### src/rtl/ccs_pkg.sv
package ccs_pkg;
  // Control word: {chan_en, comp_en, mode[MODE_W-1:0]}
  function automatic int ctl_width(input int mode_w);
    return mode_w + 2;
  endfunction

  typedef enum logic [1:0] {
    SRC_NONE = 2'b00,
    SRC_SW   = 2'b01,
    SRC_TRIG = 2'b10,
    SRC_BOTH = 2'b11
  } evt_src_e;
endpackage

### src/rtl/ccs_evt_gen.sv
module ccs_evt_gen (
  input  logic clk,
  input  logic rst,
  input  logic comm_set,
  input  logic trgin,
  input  logic trig_sel,
  output logic evt,
  output logic comm_flag
);
  import ccs_pkg::*;

  logic     sw_q;
  logic     trg_s;
  logic     trg_d;
  evt_src_e src;

  always_ff @(posedge clk) begin
    if (rst) begin
      sw_q  <= 1'b0;
      trg_s <= 1'b0;
      trg_d <= 1'b0;
    end else begin
      sw_q  <= comm_set;
      trg_s <= trgin;
      trg_d <= trg_s;
    end
  end

  always_comb begin
    src = evt_src_e'({trig_sel & trg_s & ~trg_d, sw_q});
    evt = (src != SRC_NONE);
  end

  assign comm_flag = sw_q;
endmodule

### src/rtl/ccs_channel.sv
module ccs_channel #(
  parameter int W       = 5,
  parameter bit IS_COMP = 1'b1
) (
  input  logic         clk,
  input  logic         rst,
  input  logic         wr_hit,
  input  logic [W-1:0] wr_data,
  input  logic         buf_en,
  input  logic         load,
  output logic [W-1:0] act_o
);
  logic [W-1:0] act_q;

  generate
    if (IS_COMP) begin : g_comp
      logic [W-1:0] pre_q;
      always_ff @(posedge clk) begin
        if (rst) begin
          pre_q <= '0;
          act_q <= '0;
        end else begin
          if (wr_hit) pre_q <= wr_data;
          if (wr_hit && !buf_en) act_q <= wr_data;
          else if (load)         act_q <= pre_q;
        end
      end
    end else begin : g_plain
      always_ff @(posedge clk) begin
        if (rst)         act_q <= '0;
        else if (wr_hit) act_q <= wr_data;
      end
    end
  endgenerate

  assign act_o = act_q;
endmodule

### src/rtl/comp_ctrl_shadow.sv
module comp_ctrl_shadow #(
  parameter int NUM_CH   = 4,
  parameter int NUM_COMP = 3,
  parameter int MODE_W   = 3,
  localparam int W       = ccs_pkg::ctl_width(MODE_W),
  localparam int CH_W    = (NUM_CH > 1) ? $clog2(NUM_CH) : 1
) (
  input  logic              clk,
  input  logic              rst,
  input  logic              wr_en,
  input  logic [CH_W-1:0]   wr_ch,
  input  logic [W-1:0]      wr_data,
  input  logic              buf_en,
  input  logic              trig_sel,
  input  logic              comm_set,
  input  logic              trgin,
  output logic [NUM_CH*W-1:0] act_word,
  output logic              comm_flag
);
  logic evt;

  ccs_evt_gen u_evt (
    .clk      (clk),
    .rst      (rst),
    .comm_set (comm_set),
    .trgin    (trgin),
    .trig_sel (trig_sel),
    .evt      (evt),
    .comm_flag(comm_flag)
  );

  generate
    for (genvar c = 0; c < NUM_CH; c++) begin : g_ch
      logic hit;
      assign hit = wr_en && (wr_ch == CH_W'(c));
      ccs_channel #(
        .W      (W),
        .IS_COMP(c < NUM_COMP)
      ) u_ch (
        .clk    (clk),
        .rst    (rst),
        .wr_hit (hit),
        .wr_data(wr_data),
        .buf_en (buf_en),
        .load   (evt),
        .act_o  (act_word[c*W +: W])
      );
    end
  endgenerate
endmodule

### config.mk
export PLATFORM = sky130hd
export DESIGN_NAME = comp_ctrl_shadow
export DESIGN_NICKNAME = d
export VERILOG_FILES = /design/src/rtl/ccs_pkg.sv /design/src/rtl/ccs_evt_gen.sv /design/src/rtl/ccs_channel.sv /design/src/rtl/comp_ctrl_shadow.sv
export SDC_FILE = /design/constraint.sdc
export NUM_CORES = 1
export LEC_CHECK = 0
export BUFFER_PORTS_ARGS = -buffer_cell sky130_fd_sc_hd__buf_2
export CAP_MARGIN = 20
export CORE_MARGIN = 3
export CORE_UTILIZATION = 56
export CTS_BUF_LIST = sky130_fd_sc_hd__clkbuf_16
export DETAILED_ROUTE_END_ITERATION = 8
export MAX_ROUTING_LAYER = met4
export PLACE_DENSITY = 0.79
export SLEW_MARGIN = 0
export SYNTH_ARGS = -nofsm -noshare
export SYNTH_HDL_FRONTEND = slang
export SYNTH_HIERARCHICAL = 1
export SYNTH_SLANG_ARGS = --single-unit
### constraint.sdc
create_clock -name clk -period 2.95 [get_ports clk]
set_input_delay 0.1475 -clock clk [delete_from_list [all_inputs] [get_ports clk]]
set_output_delay 0.1475 -clock clk [all_outputs]
set_load 0.01 [all_outputs]
==> impl_metrics.ini <==
[yosys]
netlist_instances = 145
synth_area_mm2 = 0.00159
ys_ff_latch = 38
synth.distinct_cells = 14
avgSynthCellArea_um2 = 11.0
synth.net_count = 159
ys_seq_area_share_pct = 47.9
yosys_warnings = 6

[die]
die_h_um = 59.2
die_w_um = 59.2
num_rows = 18
die_area_mm2 = 0.00351
initial_core_util_pct = 61.3
core_mm2 = 0.00259
ioPinCount = 35

[hold_path]
min_to = u_evt/comm_flag
hold_depth = 2
hold_class = input port to flip-flop
min-delay-start = comm_set

[critical_path]
worstPathMaxFanout = 11
timing.reg2reg.worst_path_depth = 5
crit-reg2reg-launch = u_evt/trg_s
crit_path_max_incr_delay_ns = 0.65
worstPathRequired_ns = 3.12
crit_path_start_kind = input port
arrival_ns = 1.52
r2r_slack_ns = 1.68
worst_path_max_delay_cell = nor3b_2
critPathBufInv = 1
critical_path.cell_chain = buf_2 -> nor3b_2 -> nand2b_1 -> a211oi_1
crit_start = wr_ch[0]
endpoint_kind = flip-flop
crit_type = input port to flip-flop
critPathTopFamily = simple AND/OR/NAND/NOR gates
r2r_end = g_ch[0].u_ch/act_o[1]

[route]
drc = 0
drt-wirelength-per-cell_um = 15.5
via_per_inst = 5.62
route.antenna.remaining_nets = 0
firstDrtPassIters = 4
vias = 1169
initialDrtViolationCount = 45
wl_um = 3230

[sta]
fin_ws_ns = 1.60
slew_violations = 0
fin_crit_sh_pct = 45.8
slew_headroom_pct = 48.2
finClkSkew_ns = 0.00370
setup_violations = 0
rsz0062_at_grt = false
hold_viol = 0
fmax_mhz = 741
setup_tns_ns = 0
period_minus_slack_ns = 1.35
tightest_slew_ns = 0.773

[job]
max_cap_violations = 0

[global_route]
grt_util_met3_pct = 4.79
grt_start_max_net_pins = 39
met1_usage_pct = 25.8
antenna_found_initial = 0
track_usage_pct = 20.8
grt_pass1_vias = 1188
met2_usage_pct = 33.7
grt_pass1_wl_um = 5400
busiest_layer = met2
grt_overflow_total = 0

[cells_and_area]
multiInputGateArea_um2 = 741
drive_gt1_share_pct = 24.7
final_nets = 191
post-route-util_pct = 71.6
area_delta_synth_final_pct = 16.8
antenna_cells = 0
mostFrequentLayoutCell = dfxtp_1
layout_common_cells = dfxtp_1 (38), mux2i_1 (35), buf_2 (34)
ff_latch_area_um2 = 761
fin_cells = 208
fillers = 216

[clocking]
root_buffer = clkbuf_16
cts_tree = built
clk_latency_ns = 0.27
post-cts-setup-buffers = 0
numCtsBuffers = 5
clk_pin_slew_worst_paths_ns = 0.05
clockBufferDepth = 2
htreeDepth = 2
postCtsResizedCells = 0
clock-sinks = 38
cts_hold_buf = 0

[power]
vdd_drop_max_v = 0.000748
cellLeakagePower_uw = 0.000762
powerDensity_mw_per_mm2 = 612

[outcome]
outcome = finished, final reports clean

[place]
place_congestion = 0.789
portBuffers = 34
hpwl_um = 2130
placedCellCount = 200
dp_slack_ns = 1.43
-- power by group --
group	switching [µW]	internal, µW	total (µW)	leakage [µW]
Sequential	9.46	533	543	0.000309
Clock	182	305	487	0.0000724
Combinational	59.5	45.4	105	0.000380
-- worst max path at each step --
stage / to / slack, ns / cells after the start
after global placement: g_ch[0].u_ch/act_o[1] / 1.52 / 4
after CTS: g_ch[0].u_ch/act_o[1] / 1.66 / 4
after floorplan: g_ch[0].u_ch/act_o[0] / 1.79 / 5
after global routing: g_ch[0].u_ch/act_o[1] / 1.49 / 4
after detailed placement: g_ch[0].u_ch/act_o[0] / 1.43 / 4
final: g_ch[0].u_ch/act_o[1] / 1.60 / 4
-- area by class of cell --
cell class                      count  area share, %
Clock buffer                        5           6.75
Clock inverter                      3          0.675
Multi-Input combinational cell     97           39.9
Sequential cell                    38           41.0
Tap cell                           30           2.02
Timing Repair Buffer               35           9.58
-- logic make-up (layout without fill, tap and decap cells) --
family                 count (synthesis)  after routing  share of synthesized area (%)
and+or+nand+nor                       46             46                           16.8
muxes                                 35             35                           22.1
AOI/OAI and AO/OA                     16             16                           7.57
DFF                                   38             38                           47.9
buffers and inverters                 10             43                           5.67
-- Yosys cell counts --
cell type  count  share of area (%)
dfxtp_1       38                 48
mux2i_1       35                 22
nor2_1        20                4.7
a211oi_1      15                7.1
nor3b_1       15                7.1
buf_6          7                5.0
buf_1          3               0.71
nand2b_1       3                1.2
nor2b_1        3                1.2
and3b_1        2                1.1
and3_2         1               0.47
nand2_1        1               0.24
nor3b_2        1               0.79
o21bai_1       1               0.47
-- routing by layer --
metal | wire length (µm) | up-vias
met4 | 12 | 0
met3 | 196 | 2
met5 | 0 | -
met1 | 1470 | 552
met2 | 1550 | 35
li1 | - | 580
-- per-stage QoR --
step,instance area [µm²],total power (µW),hold WS (ns)
finish,1850,1130,0.0878
global route,1850,1180,0.105
CTS,1850,1150,0.0885
detailed placement,1720,658,0.367
global placement,1720,654,0.356
floorplan,1590,624,0.219
-- registers in the layout, summed over array words and instances, names as in the netlist --
name	flops
u_evt/trg_d	1
g_ch.u_ch/g_comp.pre_q	15
g_ch.u_ch/act_o	20
u_evt/comm_flag	1
u_evt/trg_s	1
Note: power is estimated with default switching activity, not from simulation.
